$ cat src/rtl/rbk_pkg.sv
// Shared widths and addresses of the readback multiplexer.
package rbk_pkg;
    localparam int ADDR_W   = 6;              // register address width
    localparam int DATA_W   = 10;             // control register width
    localparam int BUS_W    = 12;             // converter bus width
    localparam int NUM_CTRL = 15;             // control registers at 0..NUM_CTRL-1
    localparam int ADDR_RB  = 62;             // readback control register
    localparam int ADDR_RST = 63;             // clear-pulse address
    localparam int SEL_W    = DATA_W - 1;     // selector width
    localparam int SPACE_W  = 3;              // selector space field width
    localparam int LOW_W    = BUS_W - DATA_W; // bus bits not covered by readback
    localparam logic [SPACE_W-1:0] SPC_CTRL   = 3'd0;
    localparam logic [SPACE_W-1:0] SPC_FINE   = 3'd1;
    localparam logic [SPACE_W-1:0] SPC_COARSE = 3'd2;
    localparam logic [SPACE_W-1:0] SPC_AVG    = 3'd3;
endpackage

$ cat src/rtl/rbk_regbank.sv
// Control register bank with write port and clear pulse.
// Registers 0..NUM_CTRL-1 and RB_ADDR load on a write. Other addresses are
// dropped. A write to CLR_ADDR raises clr_q for one cycle; the next edge then
// zeroes every register, and that clear takes priority over a write.
// Assumes a synchronous active-low reset.
module rbk_regbank
    import rbk_pkg::*;
#(
    parameter int AW       = ADDR_W,
    parameter int DW       = DATA_W,
    parameter int NCTRL    = NUM_CTRL,
    parameter int RB_ADDR  = ADDR_RB,
    parameter int CLR_ADDR = ADDR_RST
) (
    input  logic                clk,
    input  logic                rst_n,
    input  logic                wr_en,
    input  logic [AW-1:0]       wr_addr,
    input  logic [DW-1:0]       wr_data,
    output logic [NCTRL*DW-1:0] ctrl_flat,
    output logic [DW-1:0]       rb_q
);
    logic clr_q;

    // Clear pulse: set for the cycle after a write to CLR_ADDR.
    always_ff @(posedge clk) begin
        if (!rst_n) clr_q <= 1'b0;
        else        clr_q <= wr_en && (wr_addr == AW'(CLR_ADDR));
    end

    for (genvar i = 0; i < NCTRL; i++) begin : g_ctrl
        logic [DW-1:0] q;
        // One control register: cleared by reset or pulse, else loaded by write.
        always_ff @(posedge clk) begin
            if (!rst_n || clr_q)                      q <= '0;
            else if (wr_en && (wr_addr == AW'(i)))    q <= wr_data;
        end
        assign ctrl_flat[i*DW +: DW] = q;
    end

    // Readback control register.
    always_ff @(posedge clk) begin
        if (!rst_n || clr_q)                          rb_q <= '0;
        else if (wr_en && (wr_addr == AW'(RB_ADDR)))  rb_q <= wr_data;
    end

    AST_SOFT_CLEAR: assert property (@(posedge clk) disable iff (!rst_n)
        clr_q |=> (rb_q == '0 && ctrl_flat == '0));
    AST_WRITE_LANDS: assert property (@(posedge clk) disable iff (!rst_n)
        (wr_en && wr_addr == AW'(0) && !clr_q) |=> (ctrl_flat[DW-1:0] == $past(wr_data)));
endmodule

$ cat src/rtl/rbk_select.sv
// Two-level readback selector, purely combinational.
// Selector space 000 takes the low bits as a control-register address.
// Spaces 001..011 pick a calibration input. Anything undefined gives zero.
module rbk_select
    import rbk_pkg::*;
#(
    parameter int AW      = ADDR_W,
    parameter int DW      = DATA_W,
    parameter int SW      = SEL_W,
    parameter int PW      = SPACE_W,
    parameter int NCTRL   = NUM_CTRL,
    parameter int RB_ADDR = ADDR_RB
) (
    input  logic [SW-1:0]       sel,
    input  logic [NCTRL*DW-1:0] ctrl_flat,
    input  logic [DW-1:0]       rb_q,
    input  logic [DW-1:0]       cal_fine,
    input  logic [DW-1:0]       cal_coarse,
    input  logic [DW-1:0]       cal_avg,
    output logic [DW-1:0]       sel_val
);
    logic [PW-1:0] space;
    logic [AW-1:0] idx;

    assign space = sel[SW-1 -: PW];
    assign idx   = sel[AW-1:0];

    // Choose the value by space first, then by control address.
    always_comb begin
        sel_val = '0;
        case (space)
            SPC_CTRL: begin
                for (int i = 0; i < NCTRL; i++)
                    if (idx == AW'(i)) sel_val = ctrl_flat[i*DW +: DW];
                if (idx == AW'(RB_ADDR)) sel_val = rb_q;
            end
            SPC_FINE:   sel_val = cal_fine;
            SPC_COARSE: sel_val = cal_coarse;
            SPC_AVG:    sel_val = cal_avg;
            default:    sel_val = '0;
        endcase
    end
endmodule

$ cat src/rtl/rbk_outstage.sv
// Registered output bus.
// Passes the sample through, or replaces the top DW bits with the readback
// value and zeroes the rest. Assumes a synchronous active-low reset.
module rbk_outstage
    import rbk_pkg::*;
#(
    parameter int DW = DATA_W,
    parameter int BW = BUS_W
) (
    input  logic          clk,
    input  logic          rst_n,
    input  logic          rb_en,
    input  logic [DW-1:0] sel_val,
    input  logic [BW-1:0] adc_in,
    output logic [BW-1:0] dout
);
    localparam int LW = BW - DW;

    // Output register: readback value or converter sample.
    always_ff @(posedge clk) begin
        if (!rst_n)     dout <= '0;
        else if (rb_en) dout <= {sel_val, {LW{1'b0}}};
        else            dout <= adc_in;
    end

    AST_PASS_THRU: assert property (@(posedge clk) disable iff (!rst_n)
        !rb_en |=> (dout == $past(adc_in)));
    AST_LOW_BITS_ZERO: assert property (@(posedge clk) disable iff (!rst_n)
        rb_en |=> (dout[LW-1:0] == '0));
endmodule

$ cat src/rtl/readback_mux.sv
// Top level of the register readback multiplexer.
// Holds the register bank, picks a readback value and drives the registered
// output bus. The raw sample always goes straight to cal_sample.
// Assumes a synchronous active-low reset and a single clock.
module readback_mux
    import rbk_pkg::*;
(
    input  logic              clk,
    input  logic              rst_n,
    input  logic              wr_en,
    input  logic [ADDR_W-1:0] wr_addr,
    input  logic [DATA_W-1:0] wr_data,
    input  logic [BUS_W-1:0]  adc_in,
    input  logic [DATA_W-1:0] cal_fine,
    input  logic [DATA_W-1:0] cal_coarse,
    input  logic [DATA_W-1:0] cal_avg,
    output logic [BUS_W-1:0]  dout,
    output logic [BUS_W-1:0]  cal_sample
);
    logic [NUM_CTRL*DATA_W-1:0] ctrl_flat;
    logic [DATA_W-1:0]          rb_q;
    logic [DATA_W-1:0]          sel_val;
    logic                       rb_en;
    logic [SEL_W-1:0]           sel;

    assign rb_en      = rb_q[DATA_W-1];
    assign sel        = rb_q[SEL_W-1:0];
    assign cal_sample = adc_in;

    rbk_regbank i_bank (
        .clk       (clk),
        .rst_n     (rst_n),
        .wr_en     (wr_en),
        .wr_addr   (wr_addr),
        .wr_data   (wr_data),
        .ctrl_flat (ctrl_flat),
        .rb_q      (rb_q)
    );

    rbk_select i_sel (
        .sel        (sel),
        .ctrl_flat  (ctrl_flat),
        .rb_q       (rb_q),
        .cal_fine   (cal_fine),
        .cal_coarse (cal_coarse),
        .cal_avg    (cal_avg),
        .sel_val    (sel_val)
    );

    rbk_outstage i_out (
        .clk     (clk),
        .rst_n   (rst_n),
        .rb_en   (rb_en),
        .sel_val (sel_val),
        .adc_in  (adc_in),
        .dout    (dout)
    );

    AST_CAL_UNUSED: assert property (@(posedge clk) disable iff (!rst_n)
        (rb_en && sel[SEL_W-1]) |=> (dout[BUS_W-1:LOW_W] == '0));
endmodule

$ cat config.mk
export PLATFORM = sky130hd
export DESIGN_NAME = readback_mux
export DESIGN_NICKNAME = d
export VERILOG_FILES = /design/src/rtl/rbk_pkg.sv /design/src/rtl/rbk_regbank.sv /design/src/rtl/rbk_select.sv /design/src/rtl/rbk_outstage.sv /design/src/rtl/readback_mux.sv
export SDC_FILE = /design/constraint.sdc
export NUM_CORES = 1
export LEC_CHECK = 0
export CAP_MARGIN = 10
export CORE_UTILIZATION = 58
export DETAILED_ROUTE_END_ITERATION = 12
export DONT_BUFFER_PORTS = 1
export PLACE_DENSITY = 0.76
export SYNTH_ARGS = -nofsm -noshare
export SYNTH_HDL_FRONTEND = slang
export SYNTH_SLANG_ARGS = --single-unit
$ cat constraint.sdc
create_clock -name clk -period 2 [get_ports clk]
set_clock_uncertainty 0.2 [all_clocks]
set_input_delay 0.2 -clock clk [delete_from_list [all_inputs] [get_ports clk]]
set_output_delay 0.2 -clock clk [all_outputs]
set_load 0.1 [all_outputs]
==> run metrics, run 1 <==
Worst-path clk slew ~0.06 ns; total of max-cap violations 0; commonest non-fill, non-tap cell in the layout dfxtp_1; Placeable Area roughly 0.014 mm^2; Arr. time, crit path roughly 2.2 ns; post-synthesis sequential area ratio 0.415; Finish-stage setup viols 9; crit path kind reg2reg; peak supply drop roughly 820 uV; Initial Util 0.598; PortBufs 0; placed insts approximately 1200; status complete, but fails checks; hold-fix buffers at CTS 46; Pins Over Slew Limit 0; DRC Markers 0; IO Count between 80 and 90; CP startpoint kind register; Final Cycle Share 1.05; Post-synth top flop dfxtp_1; Achievable Freq around 0.48 GHz; Slew HR 0.287; final hold violations 6; die height 122 um; HP Class in2reg; Die Width roughly 120 um; share of cells above drive strength 1 0.219; Setup crit end kind register; Sink Count approximately 170; number of synthesized flops with an enable pin 0; design area ~0.011 mm^2; Hold WS -0.0572 ns; Worst path max stage delay 0.59 ns; Die Area 0.0149 mm^2; vias in the first global route 7751; Final nets around 1100; multi-input gate area in the final layout 0.00458 mm^2; Layout area overhead 26.5%; Period minus WS final approximately 2.1 ns; mapped cell area 0.00834 mm^2; syn avg cell area around 8.3 um^2; Global Route Usage Sum 0.394; CTS Buf Count 17; critical path cell sequence or4b_4 > buf_8 > o32ai_2 > a211oi_1 > a211oi_2 > o2bb2ai_1; GP Congestion 0.983; Via-to-Cell Ratio around 6.6; via count between 8000 and 9000; Routed WL between 20 and 30 mm; DPL Wire Length ~18 mm; first-pass GRT wire length about 43 mm; storage element area between 0.003 and 0.004 mm^2; commonest non-fill, non-tap cells in the layout 166 x dfxtp_1, 142 x nand2_1, 114 x a21oi_1, 106 x nand3_1, 101 x buf_4; failing checks negative hold slack, negative setup slack; slowest CP cell or4b_4; RSZ-0062 raised after global routing yes; DRT Pass-1 Iters 8; # H-tree levels 4; largest net degree at the start of global routing 53; setup TNS -0.631 ns; post-synthesis register bit count between 150 and 200; CTS root buffer clkbuf_16; cell family with most CP delay compound AO/OA/AOI/OAI gates; fill count approximately 890; asr flop ratio synth 0; DR iter-0 viols about 1500; row cnt 43; Max clock buf depth 2; pwr dens about 720 mW/mm^2; Synth Net Count 1065; Routed Antenna Nets 0; TritonCTS clock tree built; Synth warnings 0; initial antenna violation count 2; Lkg Pwr between 4 and 5 nW; GRT overflow 0; DP Area between 0.008 and 0.009 mm^2; Syn Inst Count roughly 1000; Finished Layout Cells 1277; crit path max fanout 7; WP data required 2.13 ns; wire per inst ~23 um; Skew-Pair Late Insertion Delay around 0.44 ns; Synth cell types between 60 and 70; worst-margin pin slew 1.07 ns; WP buf/inv 1; worst setup margin -0.0998 ns
-- per-stage QoR --
stage	util	total power, mW	setup slack [ns]
global placement	0.645	3.92	-0.193
floorplan	-	3.96	-0.0126
detailed placement	0.645	3.92	-0.210
global route	0.757	7.73	-0.157
CTS	0.733	7.52	-0.129
finish	0.757	7.57	-0.0998
-- state kept, by name (all words and copies together), names as in the netlist --
name,cells
i_bank.clr_q,1
i_bank.g_ctrl.q,150
i_bank.rb_q,10
i_out.dout,12
-- worst min-delay path: stages --
cell	delay [ns]
nor4b_4	0.04
buf_12	0.16
nand3_1	0.08
a21oi_1	0.06
-- layout make-up --
type,instances,share of cell area
Sequential cell,173,0.331
Tap cell,180,0.0214
Multi-Input combinational cell,710,0.434
Clock buffer,23,0.0444
Antenna cell,2,0.000475
Timing Repair Buffer,171,0.150
Inverter,9,0.00320
Clock inverter,9,0.0152
-- what timing repair did --
item                                    in CTS  in global routing
gates resized for setup                     23                 58
buffers inserted                             9                  8
cloned                                       0                  1
endpoints found under the hold margin      173                  6
endpoints found under the setup margin      10                 37
pin swaps                                   12                 25
-- layer usage --
layer | vias up | GRT usage | share of wire
li1 | 3697 | - | -
met1 | 4010 | 0.503 | 0.37
met2 | 630 | 0.595 | 0.45
met3 | 149 | 0.117 | 0.13
met4 | 0 | 0.213 | 0.050
met5 | - | 0 | 0
-- synthesized netlist by cell type (all sizes together), types with 2 or more instances --
cell     instances  share of area
dfxtp          173           0.42
nand2          145          0.065
a21oi          115          0.069
nand3          107          0.064
nor2            83          0.038
clkbuf          76          0.034
mux2i           75          0.090
buf             36          0.029
o21ai           21          0.013
o22ai           19          0.014
mux2            17          0.023
a22oi           13          0.012
mux4            10          0.027
inv              9         0.0041
a2bb2oi          8         0.0084
nand2b           7         0.0053
nor2b            6         0.0045
o2bb2ai          6         0.0063
a211oi           5         0.0045
a22o             5         0.0053
nor3             5         0.0030
or2              5         0.0038
a32oi            4         0.0042
nor4             4         0.0038
nor4b            4         0.0078
o211ai           4         0.0036
and2             3         0.0023
and3             3         0.0023
nand4            3         0.0023
o32ai            3         0.0041
a221oi           2         0.0021
a31oi            2         0.0015
a32o             2         0.0024
nand3b           2         0.0018
o21a             2         0.0018
o221ai           2         0.0021
o311a            2         0.0024
or3              2         0.0015
or4b             2         0.0029
-- kinds of logic after synthesis --
kind of cell	Yosys count	share of synthesized area
multiplexers	102	0.140
AND/OR/NAND/NOR	386	0.214
AO/OA/AOI/OAI	222	0.164
buffers and inverters	121	0.0668
flip-flops	173	0.415
-- final timing paths --
check	from	to	slack, ns	cells after the start
hold / removal	wr_addr[0]	i_bank.g_ctrl[10].q[5]	-0.06	4
setup / recovery	i_bank.rb_q[4]	i_out.dout[6]	-0.1	6
hold reg to reg	i_bank.g_ctrl[3].q[0]	i_bank.g_ctrl[3].q[0]	0.26	2
setup reg to reg	i_bank.rb_q[4]	i_out.dout[6]	-0.1	6
-- where the power goes --
part           internal, mW  switching (mW)
Combinational         0.178           0.368
Clock                  2.16            1.39
Sequential             3.46          0.0158
Total                  5.80            1.77
No activity file was read; power rests on OpenSTA's default activity.
==> run 2: changes to the inputs <==
--- a/config.mk
+++ b/config.mk
@@ -12,4 +12,5 @@
 export PLACE_DENSITY = 0.76
 export SYNTH_ARGS = -nofsm -noshare
 export SYNTH_HDL_FRONTEND = slang
+export SYNTH_HIERARCHICAL = 1
 export SYNTH_SLANG_ARGS = --single-unit
==> run metrics, run 2 <==
Synth warnings 6 (+6); DRT Pass-1 Iters 7 (-1); Finish-stage setup viols 10 (+1); WP buf/inv 1 (unchanged); Achievable Freq 0.427 GHz (-10%); Largest regs i_bank/g_ctrl.q (150), i_out/dout (12), i_bank/rb_q (10); Synth Net Count 947 (-11%); slowest CP cell mux4_2; top cell type's share of synthesized area 0.409 (-0.00662); WHS Endpoint i_out/dout[2]; M1 GR Usage 0.418 (-0.0851); status complete, but fails checks; Period minus WS final 2.34 ns (+0.240 ns); mapped cell area 0.00847 mm^2 (+1.6%); Global Route Usage Sum 0.353 (-0.0408); FF-to-FF End i_out/dout[10]; GRT overflow 0 (unchanged); initial antenna violation count 2 (unchanged); Die Area 0.0151 mm^2 (+1.6%); WP data required 2.17 ns (+0.04 ns); Sink Count 173 (unchanged); Routed WL 26.2 mm (-12%); wire per inst 22.9 um (-1.9%); Skew-Pair Late Insertion Delay 0.44 ns (about the same); cell family with most CP delay multiplexers; Via-to-Cell Ratio 6.36 (-4.2%); Slew HR 0.390 (+0.104); Lkg Pwr 4.78 nW (+18%); share of cells above drive strength 1 0.245 (+0.0256); Setup crit end kind register; number of synthesized flops with an enable pin 0 (unchanged); Final Util 0.729 (-0.0280); DR iter-0 viols 904 (-39%); largest cells by area after synthesis dfxtp_1 41%, mux2i_1 22%, nand2_1 8.4%, mux4_2 2.9%, clkbuf_1 1.6%; # H-tree levels 4 (unchanged); GP Congestion 0.893 (-9.1%); Synth cell types 64 (+4.9%); CTS Buf Count 17 (unchanged); HP Class in2reg; Placeable Area 0.0140 mm^2 (+0.77%); worst r2r src i_bank/rb_q[1]; DPL Wire Length 17.7 mm (-1.2%); critical path cell sequence buf_12 > mux2i_1 > mux4_2 > o221ai_1 > a221oi_2 > o22ai_1 > mux2i_1 > nor2b_1; peak supply drop 543 uV (-33%); DRC Markers 0 (unchanged); commonest cells in the netlist 189 x nand2_1, 185 x mux2i_1, 173 x dfxtp_1, 36 x clkbuf_1; RSZ-0062 raised after global routing yes; asr flop ratio synth 0 (unchanged); worst hold start rst_n; largest area contributor in the netlist dfxtp_1; CTS root buffer clkbuf_16; vias in the first global route 7416 (-4.3%); WHS Path Cells 1 (-3); most common cell in the synthesized netlist nand2_1; worst setup margin -0.340 ns (-0.240 ns); crit path from i_bank/rb_q[1]; Worst path max stage delay 0.50 ns (-0.09 ns); commonest non-fill, non-tap cell in the layout nand2_1; Crit path depth 8 (+2); Worst-path clk slew 0.06 ns (about the same); Hold WS -0.305 ns (-0.248 ns); fill count 977 (+9.3%); crit path max fanout 22 (+15); post-synthesis register bit count 173 (unchanged); commonest non-fill, non-tap cells in the layout 185 x nand2_1, 184 x mux2i_1, 167 x dfxtp_1, 100 x buf_4, 17 x clkbuf_16; most frequent CP cell mux2i_1; Pins Over Slew Limit 0 (unchanged); Final nets 1015 (-11%); global-route met3 utilization 0.0878 (-0.0292); die height 123 um (+0.79%); Largest Register i_bank/g_ctrl.q; max reg flops 150 (unchanged); Post-synth top flop dfxtp_1; Max clock buf depth 2 (unchanged); gr busiest metal met2; Die Width 123 um (+0.79%); total of max-cap violations 0 (unchanged); syn avg cell area 9.56 um^2 (+15%); Layout area overhead 20.8%; Final Cycle Share 1.17 (+0.120); reg2reg path depth 8 (+2); post-synthesis sequential area ratio 0.409 (-0.00662); TritonCTS clock tree built; final hold violations 10 (+4); Arr. time, crit path 2.50 ns (+0.27 ns); row cnt 43 (unchanged); M2 GR Usage 0.583 (-0.0125); first-pass GRT wire length 39.4 mm (-9.4%); failing checks negative hold slack, negative setup slack; Syn Inst Count 886 (-12%); Initial Util 0.603 (+0.00504); Routed Antenna Nets 0 (unchanged); hold-fix buffers at CTS 12 (-74%); reg2reg setup slack -0.34 ns (-0.24 ns); pwr dens 708 mW/mm^2 (-1.5%); worst-margin pin slew 0.912 ns (-0.154 ns); PortBufs 0 (unchanged); via count 7292 (-14%); IO Count 85 (unchanged); crit path kind reg2reg; CP startpoint kind register; largest net degree at the start of global routing 89 (+68%)
run 2: power by group:
group | total [mW] | internal (mW) | switching, mW
logic | 0.419 | 0.119 | 0.299
clock network | 3.35 | 2.01 | 1.34
registers | 3.48 | 3.46 | 0.0129
run 2: what timing repair did:
action                                  4_1_cts  5_1_grt
endpoints found under the hold margin        73       10
buffers inserted                              3       10
endpoints found under the setup margin       10       11
pin swaps                                    12       14
gates resized for setup                      33       31
run 2: how the worst max path moves through the flow:
stage | to | slack [ns]
floorplan | i_out/dout[8] | -0.20
global placement | i_out/dout[6] | -0.29
detailed placement | i_out/dout[3] | -0.32
CTS | i_out/dout[9] | -0.24
global route | i_out/dout[9] | -0.37
finish | i_out/dout[10] | -0.34
run 2: through the flow:
step	TNS, ns	area [um^2]	instances	worst slack, ns	power [mW]
6_report	-2.40	10200	1146	-0.340	7.24
2_1_floorplan	-0.680	8580	886	-0.198	3.95
3_5_place_dp	-2.64	9190	1091	-0.322	3.94
3_3_place_gp	-2.35	9190	1091	-0.295	3.93
4_1_cts	-1.89	10000	1135	-0.244	7.24
5_1_grt	-2.96	10200	1146	-0.375	7.41
run 2: cells by family after synthesis:
| kind of cell | synth area share |
|---|---|
| AOI/OAI and AO/OA | 0.0989 |
| muxes | 0.261 |
| buffers and inverters | 0.0558 |
| and+or+nand+nor | 0.176 |
| DFF | 0.409 |
run 2: final cells by class:
type / count / area (um^2) / area share
inverter: 8 / 30.0 / 0.00293
multi-input combinational: 624 / 4780 / 0.467
antenna: 2 / 5.00 / 0.000489
clock inverter: 6 / 113 / 0.0110
timing repair buffer: 130 / 1130 / 0.110
tap: 180 / 225 / 0.0220
sequential: 173 / 3490 / 0.341
clock buffer: 23 / 468 / 0.0457
run 2: layer usage:
layer	vias up	wire length (um)
met4	0	1050
met5	-	0
met1	3516	10400
li1	3279	-
met2	414	12400
met3	83	2300
